<file path="src/rtl/spim_pkg.sv">
package spim_pkg;

   localparam int MAX_EXP = 12;

   typedef enum logic [2:0] {
      RS_CTRL  = 3'd0,
      RS_STAT  = 3'd1,
      RS_DATA  = 3'd2,
      RS_EXT   = 3'd3,
      RS_PARAM = 3'd4,
      RS_CSEL  = 3'd5,
      RS_TIME  = 3'd6,
      RS_NONE  = 3'd7
   } reg_sel_e;

   // log2 of the SCK divisor for a 4-bit divider code
   function automatic logic [3:0] div_exp(input logic [3:0] code);
      logic [3:0] e;
      case (code)
         4'd0:    e = 4'd1;
         4'd1:    e = 4'd2;
         4'd2:    e = 4'd4;
         4'd3:    e = 4'd5;
         4'd4:    e = 4'd3;
         4'd12, 4'd13, 4'd14, 4'd15: e = 4'(MAX_EXP);
         default: e = code + 4'd1;
      endcase
      return e;
   endfunction

endpackage

</file>
<file path="src/rtl/spim_fifo.sv">
module spim_fifo #(
   parameter int WIDTH = 8,
   parameter int DEPTH = 4
) (
   input  logic             clk,
   input  logic             rst_n,
   input  logic             flush,
   input  logic             push,
   input  logic [WIDTH-1:0] din,
   input  logic             pop,
   output logic [WIDTH-1:0] dout,
   output logic             full,
   output logic             empty
);
   localparam int AW = (DEPTH > 1) ? $clog2(DEPTH) : 1;
   localparam int CW = $clog2(DEPTH + 1);

   generate
      if (DEPTH < 2) begin : g_bad_depth
         $error("spim_fifo: DEPTH must be at least 2");
      end
      if (WIDTH < 1) begin : g_bad_width
         $error("spim_fifo: WIDTH must be positive");
      end
   endgenerate

   logic [WIDTH-1:0] mem [DEPTH];
   logic [AW-1:0]    wp_q, rp_q;
   logic [CW-1:0]    cnt_q;
   logic             do_push, do_pop;

   assign full    = (cnt_q == CW'(DEPTH));
   assign empty   = (cnt_q == '0);
   assign do_push = push && !full;
   assign do_pop  = pop && !empty;
   assign dout    = mem[rp_q];

   always_ff @(posedge clk) begin
      if (do_push && !flush) mem[wp_q] <= din;
   end

   always_ff @(posedge clk) begin
      if (!rst_n || flush) begin
         wp_q  <= '0;
         rp_q  <= '0;
         cnt_q <= '0;
      end else begin
         if (do_push) wp_q <= (wp_q == AW'(DEPTH - 1)) ? '0 : wp_q + AW'(1);
         if (do_pop)  rp_q <= (rp_q == AW'(DEPTH - 1)) ? '0 : rp_q + AW'(1);
         case ({do_push, do_pop})
            2'b10:   cnt_q <= cnt_q + CW'(1);
            2'b01:   cnt_q <= cnt_q - CW'(1);
            default: cnt_q <= cnt_q;
         endcase
      end
   end

endmodule

</file>
<file path="src/rtl/spim_engine.sv">
module spim_engine
   import spim_pkg::*;
#(
   parameter int BITS = 8
) (
   input  logic            clk,
   input  logic            rst_n,
   input  logic            enable,
   input  logic            start,
   input  logic [BITS-1:0] tx_byte,
   input  logic            cpol,
   input  logic            cpha,
   input  logic [3:0]      div_code,
   input  logic            miso,
   output logic            busy,
   output logic            sck,
   output logic            mosi,
   output logic            rx_valid,
   output logic [BITS-1:0] rx_byte
);
   localparam int EDGES = 2 * BITS;
   localparam int EW    = $clog2(EDGES);
   localparam int CNTW  = MAX_EXP;

   generate
      if (BITS < 2) begin : g_bad_bits
         $error("spim_engine: BITS must be at least 2");
      end
   endgenerate

   logic            busy_q, cpol_l, cpha_l, ph_q;
   logic [CNTW-1:0] half_l, cnt_q;
   logic [EW-1:0]   idx_q;
   logic [BITS-1:0] sh_q, rx_q;
   logic            tick, sample_now, shift_now, last_edge;

   assign tick       = busy_q && (cnt_q == half_l - CNTW'(1));
   assign sample_now = cpha_l ? idx_q[0] : !idx_q[0];
   assign shift_now  = cpha_l ? (!idx_q[0] && (idx_q != '0)) : idx_q[0];
   assign last_edge  = (idx_q == EW'(EDGES - 1));

   always_ff @(posedge clk) begin
      if (!rst_n) begin
         busy_q   <= 1'b0;
         cpol_l   <= 1'b0;
         cpha_l   <= 1'b0;
         ph_q     <= 1'b0;
         half_l   <= CNTW'(1);
         cnt_q    <= '0;
         idx_q    <= '0;
         sh_q     <= '0;
         rx_q     <= '0;
         rx_valid <= 1'b0;
         rx_byte  <= '0;
      end else begin
         rx_valid <= 1'b0;
         if (!enable) begin
            busy_q <= 1'b0;
            ph_q   <= 1'b0;
            cnt_q  <= '0;
            idx_q  <= '0;
         end else if (!busy_q) begin
            if (start) begin
               busy_q <= 1'b1;
               cpol_l <= cpol;
               cpha_l <= cpha;
               half_l <= CNTW'(1) << (div_exp(div_code) - 4'd1);
               cnt_q  <= '0;
               idx_q  <= '0;
               ph_q   <= 1'b0;
               sh_q   <= tx_byte;
            end
         end else if (tick) begin
            cnt_q <= '0;
            ph_q  <= ~ph_q;
            idx_q <= idx_q + EW'(1);
            if (sample_now) rx_q <= {rx_q[BITS-2:0], miso};
            if (shift_now)  sh_q <= {sh_q[BITS-2:0], 1'b0};
            if (last_edge) begin
               busy_q   <= 1'b0;
               rx_valid <= 1'b1;
               rx_byte  <= cpha_l ? {rx_q[BITS-2:0], miso} : rx_q;
            end
         end else begin
            cnt_q <= cnt_q + CNTW'(1);
         end
      end
   end

   assign busy = busy_q;
   assign sck  = busy_q ? (cpol_l ^ ph_q) : cpol;
   assign mosi = sh_q[BITS-1];

endmodule

</file>
<file path="src/rtl/spim_byte_ctrl.sv">
module spim_byte_ctrl
   import spim_pkg::*;
#(
   parameter int NCS        = 4,
   parameter int FIFO_DEPTH = 4
) (
   input  logic           clk,
   input  logic           rst_n,
   input  logic [2:0]     reg_addr,
   input  logic           reg_wr,
   input  logic           reg_rd,
   input  logic [7:0]     reg_wdata,
   output logic [7:0]     reg_rdata,
   output logic           sck,
   output logic           mosi,
   input  logic           miso,
   output logic [NCS-1:0] cs_n
);
   localparam int BYTE = 8;

   generate
      if (NCS < 1 || NCS > 4) begin : g_bad_ncs
         $error("spim_byte_ctrl: NCS must be 1 to 4");
      end
   endgenerate

   logic [7:0] ctrl_q, ext_q, param_q, cs_q, time_q;
   logic       done_q, wcol_q;

   logic            tx_full, tx_empty, rx_full, rx_empty;
   logic [BYTE-1:0] tx_dout, rx_dout, rx_byte;
   logic            eng_busy, rx_push, start;
   logic            en, mem_en, wr_data, rd_data;
   reg_sel_e        sel;

   assign sel     = reg_sel_e'(reg_addr);
   assign en      = ctrl_q[6];
   assign mem_en  = param_q[0];
   assign wr_data = reg_wr && (sel == RS_DATA);
   assign rd_data = reg_rd && (sel == RS_DATA);
   assign start   = en && !mem_en && !eng_busy && !rx_push && !tx_empty && !rx_full;

   spim_fifo #(.WIDTH(BYTE), .DEPTH(FIFO_DEPTH)) i_txq (
      .clk(clk), .rst_n(rst_n), .flush(!en),
      .push(wr_data && en), .din(reg_wdata),
      .pop(start), .dout(tx_dout),
      .full(tx_full), .empty(tx_empty)
   );

   spim_fifo #(.WIDTH(BYTE), .DEPTH(FIFO_DEPTH)) i_rxq (
      .clk(clk), .rst_n(rst_n), .flush(!en),
      .push(rx_push), .din(rx_byte),
      .pop(rd_data), .dout(rx_dout),
      .full(rx_full), .empty(rx_empty)
   );

   spim_engine #(.BITS(BYTE)) i_eng (
      .clk(clk), .rst_n(rst_n), .enable(en), .start(start),
      .tx_byte(tx_dout), .cpol(ctrl_q[3]), .cpha(ctrl_q[2]),
      .div_code({ext_q[1:0], ctrl_q[1:0]}), .miso(miso),
      .busy(eng_busy), .sck(sck), .mosi(mosi),
      .rx_valid(rx_push), .rx_byte(rx_byte)
   );

   always_ff @(posedge clk) begin
      if (!rst_n) begin
         ctrl_q  <= '0;
         ext_q   <= '0;
         param_q <= '0;
         cs_q    <= '0;
         time_q  <= '0;
         done_q  <= 1'b0;
         wcol_q  <= 1'b0;
      end else begin
         if (reg_wr) begin
            case (sel)
               RS_CTRL:  ctrl_q  <= reg_wdata;
               RS_EXT:   ext_q   <= reg_wdata;
               RS_PARAM: param_q <= reg_wdata;
               RS_CSEL:  cs_q    <= reg_wdata;
               RS_TIME:  time_q  <= reg_wdata;
               default:  ;
            endcase
         end
         if (rx_push)
            done_q <= 1'b1;
         else if (reg_wr && sel == RS_STAT && reg_wdata[7])
            done_q <= 1'b0;
         if (wr_data && en && tx_full)
            wcol_q <= 1'b1;
         else if (reg_wr && sel == RS_STAT && reg_wdata[6])
            wcol_q <= 1'b0;
      end
   end

   always_comb begin
      case (sel)
         RS_CTRL:  reg_rdata = ctrl_q;
         RS_STAT:  reg_rdata = {done_q, wcol_q, 5'b0, rx_empty};
         RS_DATA:  reg_rdata = rx_dout;
         RS_EXT:   reg_rdata = ext_q;
         RS_PARAM: reg_rdata = param_q;
         RS_CSEL:  reg_rdata = cs_q;
         RS_TIME:  reg_rdata = time_q;
         default:  reg_rdata = 8'h00;
      endcase
   end

   for (genvar g = 0; g < NCS; g++) begin : g_cs
      assign cs_n[g] = cs_q[g] ? cs_q[g+4] : 1'b1;
   end

endmodule

</file>
<file path="config.mk">
export PLATFORM = sky130hd
export DESIGN_NAME = spim_byte_ctrl
export DESIGN_NICKNAME = d
export VERILOG_FILES = /design/src/rtl/spim_pkg.sv /design/src/rtl/spim_fifo.sv /design/src/rtl/spim_engine.sv /design/src/rtl/spim_byte_ctrl.sv
export SDC_FILE = /design/constraint.sdc
export NUM_CORES = 1
export LEC_CHECK = 0
export BUFFER_PORTS_ARGS = -buffer_cell sky130_fd_sc_hd__buf_2
export CAP_MARGIN = 20
export CORE_ASPECT_RATIO = 1.2
export CORE_UTILIZATION = 45
export DETAILED_ROUTE_END_ITERATION = 16
export PLACE_DENSITY = 0.68
export SLEW_MARGIN = 15
export SYNTH_ARGS = -nofsm -noshare
export SYNTH_HDL_FRONTEND = slang
export SYNTH_SLANG_ARGS = --single-unit
export TNS_END_PERCENT = 10
</file>
<file path="constraint.sdc">
create_clock -name clk -period 3.07 [get_ports clk]
set_input_delay 0.614 -clock clk [delete_from_list [all_inputs] [get_ports clk]]
set_output_delay 0.614 -clock clk [all_outputs]
set_load 0.005 [all_outputs]
</file>
==> impl_metrics.ini <==
[status]
status = completed

[drt]
highest_layer = met4
drt-total-wl_um = 19400
first_pass_iters = 5
avgViaCountPerCell = 5.47
wl_met3_um = 719
postRouteAntennaNets = 0
vias = 6298
drt_iter0_drc = 447
drt_drc_violations_left = 0
dr_wl_met2_um = 9670
wl_met1_um = 8550
detail_route.wl_per_cell_um = 16.8

[synth]
synth_most_common_cell = nand2_1
synth-seq-area-share_pct = 50.0
synthArstFlopShare_pct = 0
yosysTopAreaCellShare_pct = 27.5
synth_top_area_cell = dfxtp_1
syn_nets = 902
ys_ff_latch = 181
netlist_top_cells_count = nand2_1 (151), dfxtp_1 (117), a21oi_1 (74)
mappedNetlistArea_um2 = 8530
synthTopCellsByArea = dfxtp_1 (27%), edfxtp_1 (23%), nand2_1 (6.6%)
postSynthAreaPerCell_um2 = 9.87
synthCells = 864
synth-edff-count = 64
synth.distinct_cells = 68
ys.flop_type = dfxtp_1
synth_warnings = 0

[sta]
tns_ps = 0
setup_violations = 0
fmax_ghz = 0.350
finalWorstPathRequiredPeriod_ps = 2860
setup_ws_ps = 212
drv_slew = 0
whs_ps = 455
rsz0062_at_grt = no
tightest_slew_ps = 741
finalHoldViolCount = 0
fin_crit_sh_pct = 93.1
slew_headroom_pct = 50.4
finClkSkew_ps = 9.03

[pwr]
swShare_pct = 24.1
seqPwrFrac_pct = 52.4
pwr-share-clk_pct = 44.1
p_leak_nw = 3.20
p_total_mw = 4.75
pwr-share-comb_pct = 3.5
power_switching_mw = 1.14
powerDensity_nw_per_um2 = 498
ir_drop_mv = 0.391
p_int_mw = 3.61

[worst_setup_path]
start_kind = flip-flop
critical_path_class = flip-flop to output pin
crit_required_ps = 2460
path_max_fanout = 2
cp-end-kind = output pin
arrival_ps = 2240

[cts]
cts_buffers = 17
h-tree-depth = 4
clk_latency_ps = 440
cts_hold_buffers = 0
cts_tree = built
clockBufferDepth = 2
cts_root_buf = clkbuf_16
path_clk_slew_ps = 70
cts.sinks = 181

[grt]
grt_max_degree = 49
grt-ovfl-total = 0
antenna_found_initial = 0
grt_pass1_wl_um = 31500
grt_pass1_vias = 6066
grt_use_total_pct = 21.1

[floorplanning]
die_y_um = 153
die_area_um2 = 19500
placement_rows = 54
core_um2 = 18400
pin_count = 30
die_w_um = 128
initial_core_util_pct = 46.4

[finish]
num_antenna_cells = 0
area_growth_pct = 11.9
nNetsFinal = 925
drive_gt1_share_pct = 13.9

[placed_design]
io_buffers = 29
place_congestion = 0.873
dp_hpwl_um = 13400
pre_cts_ws_ps = 222

[job]
cap_violations = 0

[min_path]
hold_path.class = flip-flop to flip-flop
[final timing paths]
check | startpoint | endpoint | slack (ps) | depth (start not counted)
hold reg to reg | param_q[2] | param_q[2] | 460 | 2
setup / recovery | flip-flop | reg_rdata[0] | 210 | 4
hold / removal | param_q[2] | param_q[2] | 460 | 2
setup reg to reg | i_eng.half_l[0] | i_eng.idx_q[3] | 270 | 10
[critical path: stages, from the launching register on]
cell and delay [ps]:
dfxtp_1 360, mux4_2 530, mux4_2 500, mux2_2 280, buf_2 130
[state kept, by name, indices dropped and copies added (netlist names), 2 cells and up, named ones only]
signal	flops
i_rxq.mem	32
i_txq.mem	32
i_eng.cnt_q	12
i_eng.half_l	12
cs_q	8
ctrl_q	8
ext_q	8
i_eng.rx_byte	8
i_eng.rx_q	8
i_eng.sh_q	8
param_q	8
time_q	8
i_eng.idx_q	4
i_rxq.cnt_q	3
i_txq.cnt_q	3
i_rxq.rp_q	2
i_rxq.wp_q	2
i_txq.rp_q	2
i_txq.wp_q	2
[cell families (layout without fill, tap and decap cells)]
kind of cell,Yosys count,count (layout),share of synthesized area (%)
AOI/OAI and AO/OA,171,171,12.4
muxes,58,58,9.48
buffers and inverters,79,115,3.62
DFF,181,181,50.0
xor gates and xnor gates,20,20,2.05
and+or+nand+nor,333,333,19.0
adders and majority gates,22,22,3.40
[cell type report]
type	instances	area, µm²
clock buffer	17	425
clock inverter	15	135
tap	252	315
sequential	181	4260
multi-input combinational	604	3970
timing repair buffer	50	303
inverter	33	124
fill	1690	8840
[power groups by stage]
stage	clock (mW)	combinational (mW)	sequential [mW]
after global placement	0	0.161	2.54
after global routing	2.23	0.179	2.49
final	2.09	0.165	2.49
after CTS	2.13	0.162	2.49
after floorplan	0	0.0931	2.54
after detailed placement	0	0.162	2.54
[through the flow]
stage | utilization [%] | cell area, µm² | instances
2_1_floorplan | - | 8530 | 864
3_3_place_gp | 48.8 | 8970 | 1120
3_5_place_dp | 48.8 | 8970 | 1120
4_1_cts | 51.8 | 9530 | 1152
5_1_grt | 51.9 | 9540 | 1152
6_report | 51.9 | 9540 | 1152
[metal layers]
metal | track usage (%) | vias up
met3 | 4.71 | 37
met5 | 0 | -
li1 | - | 3111
met1 | 26.4 | 3021
met4 | 7.73 | 0
met2 | 35.5 | 129
[cells in the final DEF (no fill, tap or decap), types with 4 or more instances in the layout]
cell type	count
xor2_1	12
a21boi_0	4
inv_8	6
nor2_1	55
or3_1	4
inv_1	33
o21ai_0	34
mux2_2	12
a211o_1	6
nor4_1	4
nor3b_1	4
a21oi_1	74
buf_4	21
and2_1	11
clkinv_4	4
clkbuf_16	17
mux4_2	17
o31ai_1	4
a31oi_1	5
mux2i_1	29
dfxtp_1	117
ha_1	20
nor2b_1	14
nand2_1	151
nand3_1	22
nand2b_1	11
buf_2	29
a22oi_1	11
nand4_1	6
nor3_1	12
and3_1	15
xnor2_1	8
edfxtp_1	64
[what timing repair did]
action,4_1_cts,5_1_grt
buffers inserted,0,0
setup endpoints to repair,0,15
gates resized for setup,0,2
(Power assumes the default switching activity.)
